File: config.mk
export PLATFORM = sky130hd
export DESIGN_NAME = spi_db_master
export DESIGN_NICKNAME = d
export VERILOG_FILES = /design/src/rtl/spi_db_pkg.sv /design/src/rtl/spi_db_dpath.sv /design/src/rtl/spi_db_ctrl.sv /design/src/rtl/spi_db_master.sv
export SDC_FILE = /design/constraint.sdc
export NUM_CORES = 1
export LEC_CHECK = 0
export BUFFER_PORTS_ARGS = -buffer_cell sky130_fd_sc_hd__clkbuf_2
export CAP_MARGIN = 30
export CORE_ASPECT_RATIO = 0.9
export CORE_MARGIN = 10
export CORE_UTILIZATION = 60
export DETAILED_ROUTE_END_ITERATION = 12
export GPL_ROUTABILITY_DRIVEN = 0
export PLACE_DENSITY_LB_ADDON = 0.12
export SLEW_MARGIN = 20
export SYNTH_ARGS = -nofsm -noshare
export SYNTH_HDL_FRONTEND = slang
export SYNTH_SLANG_ARGS = --single-unit
File: constraint.sdc
create_clock -name clk -period 4.7 [get_ports clk]
set_input_delay 1.41 -clock clk [delete_from_list [all_inputs] [get_ports clk]]
set_output_delay 1.41 -clock clk [all_outputs]
set_load 0.02 [all_outputs]
File: src/rtl/spi_db_pkg.sv
package spi_db_pkg;

  // Control-to-datapath strobes, all single-cycle.
  typedef struct packed {
    logic ldDirect;  // host byte straight into the shifter (idle start)
    logic ldHold;    // holding register into the shifter
    logic holdWr;    // host byte into the holding register
    logic shiftOut;  // advance the transmit shifter (falling edge)
    logic sampleIn;  // capture miso (rising edge)
    logic commitRx;  // parallel copy of the completed byte
  } spiStrobe_t;

  typedef enum logic [1:0] {
    ST_IDLE  = 2'd0,
    ST_SHIFT = 2'd1,
    ST_TRAIL = 2'd2
  } spiState_t;

endpackage

File: src/rtl/spi_db_dpath.sv
module spi_db_dpath
  import spi_db_pkg::*;
#(
  parameter int unsigned DATA_W = 8
) (
  input  logic              clk,
  input  logic              rstN,
  input  spiStrobe_t        stb,
  input  logic [DATA_W-1:0] txWrData,
  input  logic              miso,
  output logic              mosi,
  output logic              holdFull,
  output logic [DATA_W-1:0] rxData
);

  logic [DATA_W-1:0] holdReg;
  logic [DATA_W-1:0] txShift;
  logic [DATA_W-1:0] rxShift;
  logic [DATA_W-1:0] rxNext;

  assign rxNext = {rxShift[DATA_W-2:0], miso};
  assign mosi   = txShift[DATA_W-1];

  always_ff @(posedge clk or negedge rstN) begin
    if (!rstN) begin
      holdReg  <= '0;
      holdFull <= 1'b0;
    end else if (stb.holdWr) begin
      holdReg  <= txWrData;
      holdFull <= 1'b1;
    end else if (stb.ldHold) begin
      holdFull <= 1'b0;
    end
  end

  always_ff @(posedge clk or negedge rstN) begin
    if (!rstN) begin
      txShift <= '0;
    end else if (stb.ldDirect) begin
      txShift <= txWrData;
    end else if (stb.ldHold) begin
      txShift <= holdReg;
    end else if (stb.shiftOut) begin
      txShift <= {txShift[DATA_W-2:0], 1'b0};
    end
  end

  always_ff @(posedge clk or negedge rstN) begin
    if (!rstN) begin
      rxShift <= '0;
      rxData  <= '0;
    end else if (stb.sampleIn) begin
      rxShift <= rxNext;
      if (stb.commitRx) rxData <= rxNext;
    end
  end

  // the holding stage is only written while empty
  assert_hold_empty_on_write_R5: assert property (@(posedge clk) disable iff (!rstN)
    stb.holdWr |-> !holdFull);

  // mosi moves only on a load or a shift strobe
  assert_mosi_quiet_R3: assert property (@(posedge clk) disable iff (!rstN)
    !(stb.ldDirect || stb.ldHold || stb.shiftOut) |=> $stable(mosi));

endmodule

File: src/rtl/spi_db_ctrl.sv
module spi_db_ctrl
  import spi_db_pkg::*;
#(
  parameter int unsigned DATA_W = 8,
  parameter int unsigned DIV_W  = 8
) (
  input  logic             clk,
  input  logic             rstN,
  input  logic [DIV_W-1:0] divCfg,
  input  logic             txWrEn,
  input  logic             rxRdEn,
  input  logic             statRdEn,
  input  logic             holdFull,
  output spiStrobe_t       stb,
  output logic             sck,
  output logic             csN,
  output logic             busy,
  output logic             txe,
  output logic             rxne,
  output logic             ovr,
  output logic             wcol
);

  localparam int unsigned CNT_W = $clog2(DATA_W);
  localparam logic [CNT_W-1:0] LAST_BIT = CNT_W'(DATA_W - 1);

  spiState_t        state;
  logic [DIV_W-1:0] divReg;
  logic [DIV_W-1:0] divCnt;
  logic [CNT_W-1:0] bitCnt;
  logic             txeWait;
  logic             txeHalf;

  logic tick, accept, idleLoad, rise, fall, lastFall, trailEnd, chain;

  assign tick     = (state != ST_IDLE) && (divCnt == divReg);
  assign accept   = txWrEn && txe;
  assign idleLoad = accept && (state == ST_IDLE);
  assign rise     = tick && (state == ST_SHIFT) && !sck;
  assign fall     = tick && (state == ST_SHIFT) && sck;
  assign lastFall = fall && (bitCnt == LAST_BIT);
  assign trailEnd = tick && (state == ST_TRAIL);
  assign chain    = (lastFall || trailEnd) && holdFull;

  always_comb begin
    stb          = '0;
    stb.ldDirect = idleLoad;
    stb.holdWr   = accept && (state != ST_IDLE);
    stb.ldHold   = chain;
    stb.shiftOut = fall && !lastFall;
    stb.sampleIn = rise;
    stb.commitRx = rise && (bitCnt == LAST_BIT);
  end

  assign csN  = (state == ST_IDLE);
  assign busy = (state != ST_IDLE);

  // Sequencing: state, divider, bit counter, serial clock.
  always_ff @(posedge clk or negedge rstN) begin
    if (!rstN) begin
      state  <= ST_IDLE;
      divReg <= '0;
      divCnt <= '0;
      bitCnt <= '0;
      sck    <= 1'b0;
    end else begin
      if (idleLoad) begin
        divReg <= divCfg;
        divCnt <= '0;
      end else if (state != ST_IDLE) begin
        divCnt <= tick ? '0 : divCnt + DIV_W'(1);
      end

      if (rise) sck <= 1'b1;
      if (fall) sck <= 1'b0;

      if (idleLoad || lastFall) bitCnt <= '0;
      else if (fall)            bitCnt <= bitCnt + CNT_W'(1);

      case (state)
        ST_IDLE:  if (idleLoad) state <= ST_SHIFT;
        ST_SHIFT: if (lastFall && !holdFull) state <= ST_TRAIL;
        ST_TRAIL: if (trailEnd) begin
                    if (holdFull)    state <= ST_SHIFT;
                    else if (accept) state <= ST_TRAIL;
                    else             state <= ST_IDLE;
                  end
        default:  state <= ST_IDLE;
      endcase
    end
  end

  // Transmit-empty: drops on acceptance, returns one bit time after a load.
  always_ff @(posedge clk or negedge rstN) begin
    if (!rstN) begin
      txe     <= 1'b1;
      txeWait <= 1'b0;
      txeHalf <= 1'b0;
    end else if (idleLoad || chain) begin
      txe     <= 1'b0;
      txeWait <= 1'b1;
      txeHalf <= 1'b0;
    end else begin
      if (accept) txe <= 1'b0;
      if (tick && txeWait) begin
        if (txeHalf) begin
          txe     <= 1'b1;
          txeWait <= 1'b0;
        end else begin
          txeHalf <= 1'b1;
        end
      end
    end
  end

  // Receive and error flags; a set on the same edge wins over a clear.
  always_ff @(posedge clk or negedge rstN) begin
    if (!rstN) begin
      rxne <= 1'b0;
      ovr  <= 1'b0;
      wcol <= 1'b0;
    end else begin
      if (stb.commitRx)  rxne <= 1'b1;
      else if (rxRdEn)   rxne <= 1'b0;

      if (stb.commitRx && rxne && !rxRdEn) ovr <= 1'b1;
      else if (statRdEn)                   ovr <= 1'b0;

      if (txWrEn && !txe)  wcol <= 1'b1;
      else if (statRdEn)   wcol <= 1'b0;
    end
  end

  // clock idles low while deselected
  assert_sck_idle_low_R3: assert property (@(posedge clk) disable iff (!rstN)
    csN |-> !sck);

  // a refused write raises the collision flag
  assert_wcol_on_refused_write_R10: assert property (@(posedge clk) disable iff (!rstN)
    (txWrEn && !txe) |=> wcol);

  // a read without a completing byte leaves rxne low
  assert_read_clears_rxne_R8: assert property (@(posedge clk) disable iff (!rstN)
    (rxRdEn && !stb.commitRx) |=> !rxne);

  // completion onto an unread byte flags overrun
  assert_overrun_sets_R9: assert property (@(posedge clk) disable iff (!rstN)
    (stb.commitRx && rxne && !rxRdEn) |=> ovr);

  // an accepted write empties the transmit flag
  assert_txe_drops_R6: assert property (@(posedge clk) disable iff (!rstN)
    (txWrEn && txe) |=> !txe);

  // no byte is stranded once deselected
  assert_idle_nothing_held_R11: assert property (@(posedge clk) disable iff (!rstN)
    csN |-> !holdFull);

endmodule

File: src/rtl/spi_db_master.sv
module spi_db_master
  import spi_db_pkg::*;
#(
  parameter int unsigned DATA_W = 8,
  parameter int unsigned DIV_W  = 8
) (
  input  logic              clk,
  input  logic              rstN,
  input  logic [DIV_W-1:0]  divCfg,
  input  logic              txWrEn,
  input  logic [DATA_W-1:0] txWrData,
  input  logic              rxRdEn,
  input  logic              statRdEn,
  output logic [DATA_W-1:0] rxData,
  output logic              txe,
  output logic              rxne,
  output logic              busy,
  output logic              ovr,
  output logic              wcol,
  output logic              sck,
  output logic              mosi,
  output logic              csN,
  input  logic              miso
);

  spiStrobe_t stb;
  logic       holdFull;

  spi_db_ctrl #(.DATA_W(DATA_W), .DIV_W(DIV_W)) uCtrl (
    .clk(clk), .rstN(rstN), .divCfg(divCfg), .txWrEn(txWrEn),
    .rxRdEn(rxRdEn), .statRdEn(statRdEn), .holdFull(holdFull),
    .stb(stb), .sck(sck), .csN(csN), .busy(busy), .txe(txe),
    .rxne(rxne), .ovr(ovr), .wcol(wcol)
  );

  spi_db_dpath #(.DATA_W(DATA_W)) uDpath (
    .clk(clk), .rstN(rstN), .stb(stb), .txWrData(txWrData),
    .miso(miso), .mosi(mosi), .holdFull(holdFull), .rxData(rxData)
  );

endmodule

Word level (Yosys, flattened, before mapping). Cells that the tools add are included.

Output and inout port bits: 16. Input port bits: 22. Flip-flop bits (word level): 60. Word-level logic and storage cells: 97.

Equal/unequal tests: 7. Reductions and logical operators: 40. Muxes and demuxes: 32. $add $sub $neg: 2.

Operators with widths (count): 2-to-1 mux 8 bit (6); nonzero test 2 bit (10); 2-to-1 mux 1 bit (18); logical AND 1 bit (17); 2-to-1 mux 2 bit (5); adder 8 x 1 -> 8 bit, second input constant (1); == test 8 bit (1); 2-to-1 mux 3 bit (2); one-hot mux 2 bit (3 select lines) (1); logical NOT 1 bit (5); inequality test 2 x 1 -> 1 bit, second input constant (2); AND reduction 2 bit (2); adder 3 x 1 -> 3 bit, second input constant (1); == test 3 bit, second input constant (1); logical OR 1 bit (3); AND reduction 3 bit (1); nonzero test 3 bit (1); == test 2 x 1 -> 1 bit, second input constant (1); == test 2 bit, second input constant (1); logical NOT 2 bit (1); inequality test 2 bit, second input constant (1).

Logic depth before layout (Yosys ltp).
Depth in word-level cells: 10. Gate-level depth with buffers: 7. Mapped depth without buffers: 6.

Cells and area by module. From an unflattened synthesis, not the netlist that was laid out.

Cells, all modules: 261. Area, all modules: 2817.7 µm².

Modules (own cells, without submodules): spi_db_ctrl (seq. area each 701.9 µm², instances 1, area each 1448.9 µm², cells each 165); spi_db_dpath (seq. area each 800.8 µm², instances 1, area each 1368.8 µm², cells each 96).

Worst setup path after synthesis. OpenSTA, ideal clock, no wires.

Path type: flip-flop to output port. Start point: register uCtrl.state[0]. End point: output busy. Stages on the path, launching flop included: 4. Path slack: 2.054 ns. Data required time: 3.290 ns. Buffers on the path: 1. Arrival: 1.236 ns. Cell sequence: dfrtp_1 nor2_1 inv_1 buf_2.

Word-level cells in the longest chain between the ends: 1.

Ends and longest elaborated chain: start, declared (line spi_db_ctrl.sv:27) `spiState_t state;`; start signal, assigned (line spi_db_ctrl.sv:61) `state <= ST_IDLE;`; start signal, assigned (line spi_db_ctrl.sv:81) `ST_IDLE: if (idleLoad) state <= ST_SHIFT;`; start signal, assigned (line spi_db_ctrl.sv:82) `ST_SHIFT: if (lastFall && !holdFull) state <= ST_TRAIL;`; nonzero test 2 bit (line spi_db_ctrl.sv:56) `assign busy = (state != ST_IDLE);`; end, declared (line spi_db_master.sv:17) `output logic busy,`.

Every way passes these cells.

Worst setup path after layout. Same ends and word-level chain as after synthesis.

==> flow_summary_export.csv <==
group,metric,value,unit
clock_network,clk_pin_slew,70,ps
sta,clock_skew,7.927,ps
logic_synthesis,syn_nets,295,
min_path,hp-class,"reg -> reg",
sta,setup_viol,0,
clock_network,cts_made_buffers,9,
clock_network,htree_num_levels,3,
setup_path,worstPathMaxFanout,12,
die,die_h,85.77,um
die,io_pins,38,
grt,top_usage_layer,"met1",
die,die-width,93.08,um
grt,track_usage,0.1652,
sta,timing.setup.tns,0,ps
logic_synthesis,yosys_warnings,0,
power_and_ir_drop,leakagePower,0.001607,uW
clock_network,clockBufferDepth,2,
logic_synthesis,synth-async-reset-ratio,1.000,
grt,gr-usage-met2,0.2292,
sta,worst_slack,1624,ps
setup_path,cpMaxStageDelayCell,"dfrtp_1",
drt,routed_wl,6241,um
drt,drc,0,
clock_network,postCtsSetupBuffers,0,
final_layout,nets,333,
drt,drt-pass1-iter-count,4,
clock_network,post_cts_resized,0,
sta,fin_crit_sh,0.6544,
setup_path,start_kind,"flip-flop",
setup_path,worst-path-buf-inv,2,
sta,period_needed,3076,ps
grt,use_met1,0.2298,
logic_synthesis,synth-seq-cells,60,
setup_path,worstSetupPathType,"reg -> out",
setup_path,crit_chain,"nor2_1 > inv_1 > clkbuf_2",
die,start_util,0.6343,
clock_network,cts_root_buf,"clkbuf_8",
logic_synthesis,synth_cell_types,43,
final_layout,diodes,0,
grt,grt_pass1_wl,10580,um
logic_synthesis,yosys_most_used_dff,"dfrtp_1",
logic_synthesis,synth-edff-count,0,
die,dieArea,7983,sq um
sta,report.final.slew_viol_count,0,
die,coreArea,4547,sq um
grt,gr-total-overflow,0,
grt,use_met3,0.05575,
drt,post_drt_wl_per_cell,16.64,um
outcome,status,"complete, no violations",
clock_network,cts_tree,"yes",
logic_synthesis,synthCells,270,
sta,relSlewSlack,0.3984,
place,post-dp-hpwl,4315,um
final_layout,n_fill_cell,350,
drt,ant_nets,0,
drt,vias,2152,
drt,viasPerCell,5.739,
sta,hold_viol,0,
logic_synthesis,syn_area,2884,sq um
power_and_ir_drop,power_density,601.3,nW/um^2
grt,grt_max_degree,33,
place,port_buffers,37,
sta,hold_slack,500.3,ps
sta,worstMarginPinSlew,899.6,ps
sta,fmax,0.3251,GHz
logic_synthesis,seq_area_frac_synth,0.5210,
setup_path,critPathMaxStageDelay,440,ps
setup_path,path_delay_family,"buffers and inverters",
clock_network,cts.hold.buffers_added,0,
clock_network,numClockSinks,60,
die,rows,23,
place,place_ws,1999,ps
setup_path,worstPathArrival,1670,ps
clock_network,clkLatencyLatePin,340,ps
setup_path,crit_path_end_kind,"primary output",
setup_path,required,3290,ps
grt,grt_pass1_vias,2140,
grt,antenna_found_initial,0,
run,drv_cap,0,
final_layout,syn_to_final_growth,15.05,%
sta,rsz0062_at_grt,"no",
final_layout,drive_above_1_share,0.2652,
logic_synthesis,synth_area_per_cell,10.68,sq um
power_and_ir_drop,irDropWorstVdd,331.8,uV
drt,initialDrtViolationCount,101,
-- kinds of logic (layout without fill, tap and decap cells) --
kind of cell | Yosys count | after routing | share of synthesized area
AOI/OAI and AO/OA | 42 | 42 | 0.1089
xor gates and xnor gates | 11 | 11 | 0.03340
adders and majority gates | 3 | 3 | 0.01302
muxes | 30 | 30 | 0.1141
DFF | 60 | 60 | 0.5210
buffers and inverters | 26 | 69 | 0.04034
and+or+nand+nor | 98 | 98 | 0.1692
-- layout by cell type, fill, tap and decap left out, drive strengths merged --
cell / instances
a21oi: 6
a221oi: 1
a31oi: 1
a32o: 1
a32oi: 1
a41oi: 1
and2: 3
and2b: 2
and4: 2
and4b: 1
buf: 2
bufinv: 2
clkbuf: 48
clkinv: 1
clkinvlp: 1
dfrtp: 59
dfstp: 1
ha: 3
inv: 15
mux2: 23
mux2i: 7
nand2: 54
nand2b: 3
nand3: 5
nand4: 8
nor2: 8
nor2b: 5
nor3: 3
nor4b: 1
o21a: 1
o21ai: 7
o221ai: 11
o22ai: 2
o31ai: 8
o41ai: 2
or3: 1
or4: 2
xnor2: 11
-- power by group --
| group | internal [uW] | leakage, uW | total, uW | switching [uW] |
|---|---|---|---|---|
| registers | 675 | 0.000784 | 813 | 138 |
| clock network | 302 | 0.000104 | 512 | 210 |
| logic | 256 | 0.000719 | 670 | 414 |
-- sequential cells by signal (all words and copies together) (netlist names), 2 cells and up --
register,flops
uCtrl.state,2
uCtrl.divCnt,8
uDpath.holdReg,8
uCtrl.bitCnt,3
uCtrl.divReg,8
uDpath.rxShift,7
uDpath.rxData,8
uDpath.txShift,8
-- per-layer routing --
layer,vias up,routed length (um)
met5,-,0
met4,0,97
met3,10,349
met2,61,2717
met1,1043,3076
li1,1038,-
-- tightest hold or removal path: cells and delay by family (launching register included) --
kind             cells  cell delay [ps]
DFF                  1              360
and+or+nand+nor      2              100
-- metrics by stage --
step	utilization	instance area [sq um]	total power [uW]	instances
global route	0.7298	3318	2125	375
finish	0.7298	3318	1995	375
CTS	0.7273	3307	1978	374
global placement	0.6797	3090	1434	358
detailed placement	0.6797	3090	1463	358
floorplan	-	2884	1330	270
-- path summary, 6_finish.rpt --
| kind | depth (start not counted) | end | start | slack (ps) |
|---|---|---|---|---|
| worst max register to register | 4 | uDpath.rxShift[0] | uCtrl.divCnt[2] | 1990 |
| worst min-delay path | 2 | uCtrl.divReg[7] | uCtrl.divReg[7] | 500 |
| worst max-delay path | 3 | busy | uCtrl.state[0] | 1620 |
| min in group asynchronous | 1 | uCtrl.divCnt[3] | rstN | 1140 |
| max in group asynchronous | 2 | uCtrl.txe | rstN | 2650 |
| worst min register to register | 2 | uCtrl.divReg[7] | uCtrl.divReg[7] | 500 |
-- cell usage after synthesis (4+ instances only) --
master    count  share of area
a21oi_1       5         0.0087
buf_2         5         0.0087
clkbuf_1      4         0.0052
dfrtp_1      59           0.51
inv_1        14          0.018
mux2_2       23          0.090
mux2i_1       7          0.024
nand2_1      54          0.070
nand3_1       5         0.0087
nand4_1       7          0.015
nor2_1        7         0.0091
nor2b_1       5          0.011
o21ai_0       6          0.010
o221ai_1     11          0.033
o31ai_1       7          0.018
xnor2_1      11          0.033
-- area by class of cell --
class / count / area (sq um) / share of cell area
flip-flops and latches: 60 / 1503 / 0.4529
multi-input cells: 184 / 1265 / 0.3812
clock inverters: 5 / 85.08 / 0.02564
inverters: 14 / 52.55 / 0.01584
clock buffers: 11 / 131.4 / 0.03959
well taps: 62 / 77.57 / 0.02338
repair buffers: 39 / 203.9 / 0.06146
Note: power is estimated with default switching activity, not from simulation.
